[src/rtl/gpx_pkg.sv]
package gpx_pkg;

  typedef enum logic [3:0] {
    ST_IDLE,
    ST_ADDR,
    ST_ADDR_ACK,
    ST_CMD,
    ST_CMD_ACK,
    ST_WDATA,
    ST_WDATA_ACK,
    ST_TX,
    ST_MACK
  } tgt_state_e;

  // Register selection codes carried by the command byte
  localparam logic [1:0] SEL_IN  = 2'd0;
  localparam logic [1:0] SEL_OUT = 2'd1;
  localparam logic [1:0] SEL_POL = 2'd2;
  localparam logic [1:0] SEL_DIR = 2'd3;

  typedef struct packed {
    logic sda;
    logic scl_rise;
    logic scl_fall;
    logic start;
    logic stop;
  } bus_ev_t;

endpackage

[src/rtl/gpx_bus_sync.sv]
module gpx_bus_sync #(
  parameter int STAGES = 2
) (
  input  logic             clk,
  input  logic             rst,
  input  logic             scl_in,
  input  logic             sda_in,
  output gpx_pkg::bus_ev_t ev
);
  localparam int NLINES = 2;

  logic [NLINES-1:0] raw;
  logic [NLINES-1:0] now;
  logic [NLINES-1:0] prv;

  assign raw = {scl_in, sda_in};

  for (genvar g = 0; g < NLINES; g++) begin : g_line
    logic [STAGES-1:0] chain;
    logic              last;
    always_ff @(posedge clk) begin
      if (rst) begin
        chain <= '1;
        last  <= 1'b1;
      end else begin
        chain <= {chain[STAGES-2:0], raw[g]};
        last  <= chain[STAGES-1];
      end
    end
    assign now[g] = chain[STAGES-1];
    assign prv[g] = last;
  end

  // bit 1 = SCL, bit 0 = SDA
  assign ev.sda      = now[0];
  assign ev.scl_rise = now[1] & ~prv[1];
  assign ev.scl_fall = ~now[1] & prv[1];
  assign ev.start    = now[1] & prv[1] & prv[0] & ~now[0];
  assign ev.stop     = now[1] & prv[1] & ~prv[0] & now[0];
endmodule

[src/rtl/gpx_i2c_target.sv]
module gpx_i2c_target #(
  parameter int         DW      = 8,
  parameter int         NREGS   = 4,
  parameter logic [4:0] ADDR_HI = 5'b11100,
  localparam int        SELW    = $clog2(NREGS),
  localparam int        CNTW    = $clog2(DW)
) (
  input  logic             clk,
  input  logic             rst,
  input  gpx_pkg::bus_ev_t ev,
  input  logic [1:0]       addr_lo,
  input  logic [DW-1:0]    rd_data,
  output logic             sda_low,
  output logic             wr_en,
  output logic [SELW-1:0]  wr_sel,
  output logic [DW-1:0]    wr_data,
  output logic             rd_load,
  output logic [SELW-1:0]  rd_sel
);
  import gpx_pkg::*;

  tgt_state_e      state;
  logic [CNTW-1:0] cnt;
  logic [DW-1:0]   shreg;
  logic            got;
  logic            rw;
  logic [SELW-1:0] ptr;

  assign wr_sel = ptr;
  assign rd_sel = ptr;

  always_ff @(posedge clk) begin
    if (rst) begin
      state   <= ST_IDLE;
      cnt     <= '0;
      shreg   <= '0;
      got     <= 1'b0;
      rw      <= 1'b0;
      ptr     <= '0;
      sda_low <= 1'b0;
      wr_en   <= 1'b0;
      wr_data <= '0;
      rd_load <= 1'b0;
    end else begin
      wr_en   <= 1'b0;
      rd_load <= 1'b0;
      if (ev.start) begin
        state   <= ST_ADDR;
        cnt     <= '0;
        got     <= 1'b0;
        sda_low <= 1'b0;
      end else if (ev.stop) begin
        state   <= ST_IDLE;
        got     <= 1'b0;
        sda_low <= 1'b0;
      end else begin
        case (state)
          ST_ADDR, ST_CMD, ST_WDATA: begin
            if (ev.scl_rise) begin
              shreg <= {shreg[DW-2:0], ev.sda};
              cnt   <= cnt + 1'b1;
              if (cnt == CNTW'(DW - 1)) got <= 1'b1;
            end else if (ev.scl_fall && got) begin
              got <= 1'b0;
              if (state == ST_ADDR) begin
                if (shreg[DW-1:1] == {ADDR_HI, addr_lo}) begin
                  rw      <= shreg[0];
                  sda_low <= 1'b1;
                  state   <= ST_ADDR_ACK;
                end else begin
                  state <= ST_IDLE;
                end
              end else if (state == ST_CMD) begin
                if (shreg < DW'(NREGS)) begin
                  ptr     <= shreg[SELW-1:0];
                  sda_low <= 1'b1;
                  state   <= ST_CMD_ACK;
                end else begin
                  state <= ST_IDLE;
                end
              end else begin
                wr_en   <= 1'b1;
                wr_data <= shreg;
                sda_low <= 1'b1;
                state   <= ST_WDATA_ACK;
              end
            end
          end
          ST_ADDR_ACK, ST_CMD_ACK, ST_WDATA_ACK: begin
            if (ev.scl_fall) begin
              sda_low <= 1'b0;
              cnt     <= '0;
              if (state == ST_ADDR_ACK && rw) begin
                rd_load <= 1'b1;
                state   <= ST_TX;
              end else if (state == ST_ADDR_ACK) begin
                state <= ST_CMD;
              end else begin
                state <= ST_WDATA;
              end
            end
          end
          ST_TX: begin
            if (rd_load) begin
              shreg   <= rd_data;
              sda_low <= ~rd_data[DW-1];
              cnt     <= '0;
            end else if (ev.scl_fall) begin
              if (cnt == CNTW'(DW - 1)) begin
                sda_low <= 1'b0;
                state   <= ST_MACK;
              end else begin
                shreg   <= {shreg[DW-2:0], 1'b0};
                sda_low <= ~shreg[DW-2];
                cnt     <= cnt + 1'b1;
              end
            end
          end
          ST_MACK: begin
            if (ev.scl_rise) begin
              got <= ~ev.sda;
            end else if (ev.scl_fall) begin
              got <= 1'b0;
              if (got) begin
                rd_load <= 1'b1;
                state   <= ST_TX;
              end else begin
                state <= ST_IDLE;
              end
            end
          end
          default: state <= ST_IDLE;
        endcase
      end
    end
  end
endmodule

[src/rtl/gpx_regfile.sv]
module gpx_regfile #(
  parameter int            DW      = 8,
  parameter int            NREGS   = 4,
  parameter int            PSYNC   = 2,
  parameter logic [DW-1:0] OUT_RST = '1,
  parameter logic [DW-1:0] DIR_RST = '1,
  parameter logic [DW-1:0] POL_RST = '0,
  localparam int           SELW    = $clog2(NREGS)
) (
  input  logic            clk,
  input  logic            rst,
  input  logic [DW-1:0]   pin_in,
  input  logic            wr_en,
  input  logic [SELW-1:0] wr_sel,
  input  logic [DW-1:0]   wr_data,
  input  logic            rd_load,
  input  logic [SELW-1:0] rd_sel,
  output logic [DW-1:0]   rd_data,
  output logic [DW-1:0]   out_q,
  output logic [DW-1:0]   dir_q,
  output logic [DW-1:0]   pin_s,
  output logic            irq_n
);
  import gpx_pkg::*;

  logic [DW-1:0] psync [PSYNC];
  logic [DW-1:0] pol_q;
  logic [DW-1:0] in_q;

  always_ff @(posedge clk) begin
    psync[0] <= pin_in;
    for (int i = 1; i < PSYNC; i++) psync[i] <= psync[i-1];
  end
  assign pin_s = psync[PSYNC-1];

  always_ff @(posedge clk) begin
    if (rst) begin
      out_q <= OUT_RST;
      dir_q <= DIR_RST;
      pol_q <= POL_RST;
    end else if (wr_en) begin
      case (wr_sel)
        SEL_OUT: out_q <= wr_data;
        SEL_POL: pol_q <= wr_data;
        SEL_DIR: dir_q <= wr_data;
        default: ;
      endcase
    end
  end

  always_ff @(posedge clk) begin
    if (rst) begin
      in_q <= pin_s;
    end else if (rd_load && rd_sel == SEL_IN) begin
      in_q <= pin_s;
    end
  end

  always_ff @(posedge clk) begin
    if (rst) irq_n <= 1'b1;
    else     irq_n <= ~|((pin_s ^ in_q) & dir_q);
  end

  always_comb begin
    case (rd_sel)
      SEL_IN:  rd_data = pin_s ^ pol_q;
      SEL_OUT: rd_data = out_q;
      SEL_POL: rd_data = pol_q;
      default: rd_data = dir_q;
    endcase
  end
endmodule

[src/rtl/gpio_expander.sv]
module gpio_expander #(
  parameter int         DW          = 8,
  parameter int         NREGS       = 4,
  parameter int         SYNC_STAGES = 2,
  parameter logic [4:0] ADDR_HI     = 5'b11100,
  localparam int        SELW        = $clog2(NREGS)
) (
  input  logic          clk,
  input  logic          rst,
  input  logic          rst_pin_n,
  input  logic [1:0]    addr_sel,
  input  logic          scl_in,
  input  logic          sda_in,
  output logic          sda_drive_low,
  input  logic [DW-1:0] pin_in,
  output logic [DW-1:0] pin_out,
  output logic [DW-1:0] pin_oe,
  output logic          irq_n
);
  import gpx_pkg::*;

  logic            rst_i;
  bus_ev_t         ev;
  logic            wr_en;
  logic [SELW-1:0] wr_sel;
  logic [DW-1:0]   wr_data;
  logic            rd_load;
  logic [SELW-1:0] rd_sel;
  logic [DW-1:0]   rd_data;
  logic [DW-1:0]   out_q;
  logic [DW-1:0]   dir_q;
  logic [DW-1:0]   pin_s;

  assign rst_i = rst | ~rst_pin_n;

  gpx_bus_sync #(.STAGES(SYNC_STAGES)) u_sync (
    .clk    (clk),
    .rst    (rst_i),
    .scl_in (scl_in),
    .sda_in (sda_in),
    .ev     (ev)
  );

  gpx_i2c_target #(.DW(DW), .NREGS(NREGS), .ADDR_HI(ADDR_HI)) u_tgt (
    .clk     (clk),
    .rst     (rst_i),
    .ev      (ev),
    .addr_lo (addr_sel),
    .rd_data (rd_data),
    .sda_low (sda_drive_low),
    .wr_en   (wr_en),
    .wr_sel  (wr_sel),
    .wr_data (wr_data),
    .rd_load (rd_load),
    .rd_sel  (rd_sel)
  );

  gpx_regfile #(.DW(DW), .NREGS(NREGS), .PSYNC(SYNC_STAGES)) u_regs (
    .clk     (clk),
    .rst     (rst_i),
    .pin_in  (pin_in),
    .wr_en   (wr_en),
    .wr_sel  (wr_sel),
    .wr_data (wr_data),
    .rd_load (rd_load),
    .rd_sel  (rd_sel),
    .rd_data (rd_data),
    .out_q   (out_q),
    .dir_q   (dir_q),
    .pin_s   (pin_s),
    .irq_n   (irq_n)
  );

  assign pin_out = out_q;
  assign pin_oe  = ~dir_q;
endmodule

[config.mk]
export PLATFORM = sky130hd
export DESIGN_NAME = gpio_expander
export DESIGN_NICKNAME = d
export VERILOG_FILES = /design/src/rtl/gpx_pkg.sv /design/src/rtl/gpx_bus_sync.sv /design/src/rtl/gpx_i2c_target.sv /design/src/rtl/gpx_regfile.sv /design/src/rtl/gpio_expander.sv
export SDC_FILE = /design/constraint.sdc
export NUM_CORES = 1
export LEC_CHECK = 0
export CORE_ASPECT_RATIO = 1.75
export CORE_MARGIN = 2
export CORE_UTILIZATION = 40
export CTS_CLUSTER_DIAMETER = 200
export DETAILED_ROUTE_END_ITERATION = 12
export PLACE_DENSITY_LB_ADDON = 0.3
export SLEW_MARGIN = 25
export SYNTH_ARGS = -nofsm -noshare
export SYNTH_HDL_FRONTEND = slang
export SYNTH_SLANG_ARGS = --single-unit
[constraint.sdc]
create_clock -name clk -period 5.3 [get_ports clk]
set_input_delay 1.325 -clock clk [delete_from_list [all_inputs] [get_ports clk]]
set_output_delay 1.325 -clock clk [all_outputs]
set_load 0.01 [all_outputs]
==> flow_metrics.tcl, run 1 <==
set metrics [dict create \
    synth_cell_types 56 \
    die_w_um 77.5 \
    gr-total-overflow 0 \
    p_total_mw 1.33 \
    post_drt_wl_per_cell_um 16.6 \
    critPathSlowestCell "nand2b_1" \
    fin_skew_ns 0.00674 \
    r2r_slack_ns 3.00 \
    clk_path_buf_depth 2 \
    dieArea_mm2 0.0103 \
    grt_max_degree 34 \
    relSlewSlack 0.373 \
    synth-seq-area-share 0.471 \
    comb_power_share 0.036 \
    clkTransAtPathRegs_ns 0.05 \
    p_leak_nw 1.68 \
    synth-main-ff-cell "dfxtp_1" \
    rsz0062_at_grt "false" \
    setup_viol 0 \
    avgViaCountPerCell 5.36 \
    peakVddDrop_mv 0.191 \
    grt.total_usage 0.188 \
    p_sw_frac 0.200 \
    hold_class "reg2reg" \
    fp.dieH_um 133 \
    post-cts-setup-buffer-count 0 \
    drive_gt1_frac 0.0706 \
    hpwl_mm 6.67 \
    clock_latency_ns 0.33 \
    clock.fmax_mhz 344 \
    min_period_ns 2.91 \
    min_period_over_period 0.549 \
    layout_common_cells "dfxtp_1, nand2_1, nor2_1" \
    pwr-share-seq 0.505 \
    cts_num_sinks 85 \
    intPower_mw 1.06 \
    synth-async-reset-ratio 0 \
    arrival_ns 2.91 \
    antenna_cells 0 \
    antenna_found_initial 0 \
    io_pins 33 \
    crit_buf_inv 1 \
    ys_warn_count 0 \
    final_common_cell "dfxtp_1" \
    n_fill_cell 903 \
    grt_pass1_wl_mm 14.9 \
    endpoint_kind "register" \
    cts_resized 0 \
    power_density_mw_per_mm2 299 \
    whs_ns 0.326 \
    p_sw_mw 0.266 \
    drv_cap 0 \
    critPathKind "in2reg" \
    syn_to_final_growth_pct 17.4 \
    p_clk_frac 0.460 \
    layout.nets 441 \
    cts_tree "done" \
    critPathMaxStageDelay_ns 0.73 \
    start_util 0.404 \
    synthCells 400 \
    firstDrtPassIters 4 \
    drtIter0Drc 138 \
    routed_wl_mm 9.06 \
    cp.required_ns 5.30 \
    setup_tns_ns 0 \
    syn_area_per_cell_um2 9.45 \
    rows 47 \
    cts_root_buf "clkbuf_16" \
    critPathTopFamily "simple AND/OR/NAND/NOR gates" \
    path_cells "clkdlybuf4s50_1, nand2b_1, a21o_1" \
    finish.instance_area_mm2 0.00444 \
    synth_nets 420 \
    worst_setup_path_start_kind "input port" \
    cts_buffers 9 \
    htree_num_levels 3 \
    status "completed" \
    grt_pass1_vias 3010 \
    synth_edf_count 8 \
    syn_area_mm2 0.00378 \
    hold_viol_final 0 \
    core-area_mm2 0.00935 \
    ys_seq_elements 85 \
    drv_slew 0 \
    final_antenna_net_count 0 \
    numPortBuffers 32 \
    worstMarginPinSlew_ns 0.941 \
    worst-path-max-fanout 24 \
    place_area_mm2 0.00415 \
    post-route-drc-count 0 \
    vias 2930 \
    gp_congestion 0.968 \
    ctsHoldBuffers 0 \
]
[power by group through the flow]
stage	combinational [mW]	clock (mW)	sequential [mW]
after floorplan	0.0299	0	0.681
after global placement	0.0471	0	0.684
after detailed placement	0.0476	0	0.684
after CTS	0.0480	0.620	0.670
after global routing	0.0515	0.645	0.671
final	0.0473	0.610	0.670
[metrics by stage]
| step | utilization | instances | setup WS, ns |
|---|---|---|---|
| after detailed placement | 0.444 | 532 | 2.03 |
| after floorplan | - | 400 | 2.86 |
| after global placement | 0.444 | 532 | 2.05 |
| after global routing | 0.475 | 547 | 2.28 |
| after CTS | 0.475 | 547 | 2.38 |
| final | 0.475 | 547 | 2.39 |
[state kept, by name, indices dropped and copies added, names as in the netlist, 2 cells and up]
register,cells
u_regs.psync,16
u_regs.dir_q,8
u_regs.in_q,8
u_regs.out_q,8
u_regs.pol_q,8
u_tgt.shreg,8
u_tgt.wr_data,8
u_sync.g_line.chain,4
u_tgt.state,4
u_tgt.cnt,3
u_sync.g_line.last,2
u_tgt.rd_sel,2
[cell families after synthesis]
kind of cell / Yosys count / synth area share
buf+inv: 38 / 0.0444
compound gates: 66 / 0.127
mux: 37 / 0.0996
xor+xnor: 17 / 0.0394
flops: 85 / 0.471
simple gates: 152 / 0.202
fa+ha+maj: 5 / 0.0166
[final timing paths]
path / depth (start not counted) / from / end
max: 3 / rst / u_regs.in_q[4]$_DFFE_PP_
min: 0 / u_regs.psync[0][2]$_DFF_P_ / u_regs.psync[0][10]$_DFF_P_
min reg2reg: 0 / u_regs.psync[0][2]$_DFF_P_ / u_regs.psync[0][10]$_DFF_P_
max reg2reg: 7 / u_sync.g_line[1].last$_SDFF_PP1_ / u_tgt.wr_data[4]$_SDFFE_PP0P_
[cell usage after synthesis, types with 2 or more instances]
cell type  instances  area, um2
dfxtp_1           77       1540
nand2_1           51        191
nor2_1            39        146
mux2i_1           32        320
xnor2_1           16        140
inv_1             14       52.6
nand3_1           13       65.1
nand2b_1          12       75.1
buf_2             11       55.1
o22ai_1           11       68.8
o21ai_0           10       50.1
a21oi_1            9       45.0
clkbuf_1           9       33.8
edfxtp_1           8        240
nor2b_1            8       50.1
o211ai_1           8       60.1
a211oi_1           5       37.5
ha_1               5       62.6
mux2_2             5       56.3
nand3b_1           5       37.5
a31oi_1            4       25.0
nor3_1             4       20.0
a21boi_0           2       15.0
a21o_1             2       15.0
a221oi_1           2       17.5
and3_1             2       12.5
and4b_1            2       20.0
nand4_1            2       12.5
nor4_1             2       12.5
o2111ai_1          2       17.5
o22a_1             2       17.5
or2_2              2       12.5
[routing by layer]
layer,part of all wire,GRT usage,wire (um)
met4,0.044,0.103,394
met3,0.033,0.0402,295
met1,0.39,0.198,3560
met2,0.53,0.341,4810
met5,0,0,0
[area by class of cell]
type / count / area (um2) / share of cell area
flip-flops and latches: 85 / 1780 / 0.401
well taps: 122 / 153 / 0.0344
multi-input cells: 277 / 1840 / 0.413
clock inverters: 2 / 35.0 / 0.00789
clock buffers: 13 / 250 / 0.0564
inverters: 15 / 56.3 / 0.0127
repair buffers: 33 / 328 / 0.0738
Power figures use the tool's default switching activity.
==> run 2: changes to the inputs <==
==> constraint.sdc (replaced) <==
create_clock -name clk -period 3 [get_ports clk]
set_input_delay 0.75 -clock clk [delete_from_list [all_inputs] [get_ports clk]]
set_output_delay 0.75 -clock clk [all_outputs]
set_load 0.01 [all_outputs]
==> flow_metrics.tcl, run 2 (synthesis gave the netlist of run 1 again) <==
set metrics [dict create \
    gp_congestion 1.02 \
    fin_util 0.479 \
    io_pins 33 \
    rsz0062_at_grt "false" \
    largest_register_ffs 16 \
    die_w_um 77.5 \
    start_util 0.404 \
    dp.cells 537 \
    grt_pass1_wl_mm 15.4 \
    post-route-drc-count 0 \
    fp.dieH_um 133 \
    antenna_found_initial 0 \
    hpwl_mm 6.73 \
    clk_path_buf_depth 2 \
    cts_resized 0 \
    clock.fmax_mhz 448 \
    cts_tree "done" \
    syn_to_final_growth_pct 18.5 \
    final_antenna_net_count 0 \
    gr-total-overflow 0 \
    top_register "u_regs.psync" \
    worstMarginPinSlew_ns 0.731 \
    arrival_ns 2.45 \
    multi_input_area_mm2 0.00183 \
    avgViaCountPerCell 5.35 \
    post_drt_wl_per_cell_um 16.7 \
    hold_class "reg2reg" \
    setup_viol 0 \
    core-area_mm2 0.00935 \
    power_density_mw_per_mm2 524 \
    endpoint_kind "register" \
    grt_max_degree 33 \
    setup_tns_ns 0 \
    post-cts-setup-buffer-count 0 \
    firstDrtPassIters 4 \
    drv_slew 0 \
    rows 47 \
    grt_pass1_vias 2943 \
    worst_setup_path_start_kind "register" \
    layout_common_cells "dfxtp_1, nand2_1, nor2_1" \
    peakVddDrop_mv 0.474 \
    worst-path-max-fanout 9 \
    min_period_ns 2.23 \
    clock_latency_ns 0.33 \
    seqCellArea_mm2 0.00178 \
    cp.required_ns 3.21 \
    critPathKind "reg2reg" \
    fin_skew_ns 0.00789 \
    cts_root_buf "clkbuf_16" \
    drtIter0Drc 152 \
    numPortBuffers 32 \
    layout.nets 446 \
    ctsHoldBuffers 0 \
    final_common_cell "dfxtp_1" \
    clkTransAtPathRegs_ns 0.06 \
    cts_buffers 9 \
    cts_num_sinks 85 \
    hold_viol_final 0 \
    relSlewSlack 0.511 \
    htree_num_levels 3 \
    fin_cells 553 \
    drv_cap 0 \
    grt.total_usage 0.190 \
    antenna_cells 0 \
    routed_wl_mm 9.25 \
    dieArea_mm2 0.0103 \
    p_leak_nw 1.70 \
    drive_gt1_frac 0.0789 \
    min_period_over_period 0.745 \
    vias 2959 \
    n_fill_cell 906 \
    status "completed" \
]
## run 2: power breakdown
part / switching [mW] / total (mW) / internal, mW
Combinational: 0.0411 / 0.0863 / 0.0452
Sequential: 0.0138 / 1.18 / 1.17
Clock: 0.411 / 1.08 / 0.667
## run 2: cell type report
type,instances,share of cell area
Multi-Input combinational cell,277,0.409
Clock inverter,2,0.00782
Timing Repair Buffer,38,0.0816
Tap cell,122,0.0341
Sequential cell,85,0.398
Inverter,15,0.0126
Clock buffer,14,0.0567
## run 2: path summary, 6_finish.rpt
path / start / end / slack [ns] / cells after the start
setup / recovery: u_sync.g_line[1].last$_SDFF_PP1_ / u_tgt.wr_data[2]$_SDFFE_PP0P_ / 0.77 / 7
hold / removal: u_regs.psync[0][4]$_DFF_P_ / u_regs.psync[0][12]$_DFF_P_ / 0.32 / 0
setup reg to reg: u_sync.g_line[1].last$_SDFF_PP1_ / u_tgt.wr_data[2]$_SDFFE_PP0P_ / 0.77 / 7
hold reg to reg: u_regs.psync[0][4]$_DFF_P_ / u_regs.psync[0][12]$_DFF_P_ / 0.32 / 0
## run 2: metal layers
layer	vias up	routed length, um	global-route usage
met3	24	326	0.0280
met2	87	4910	0.335
met4	0	334	0.0913
met5	-	0	0
li1	1449	-	-
met1	1399	3680	0.222
## run 2: critical path, stage by stage, from the launching register on
cell	delay, ns
dfxtp_1	0.37
inv_1	0.07
ha_1	0.27
nand3b_1	0.32
a21oi_1	0.22
and3_1	0.53
mux2i_1	0.27
nor2_1	0.06
## run 2: metrics by stage
step                      power (mW)  setup slack, ns  area [um2]  hold slack, ns
final                           2.35            0.766        4480           0.325
after detailed placement        1.30            0.724        4190           0.313
after global placement          1.29            0.755        4190           0.310
after CTS                       2.37            0.788        4480           0.327
after floorplan                 1.26             1.13        3780           0.310
after global routing            2.43            0.576        4480           0.331
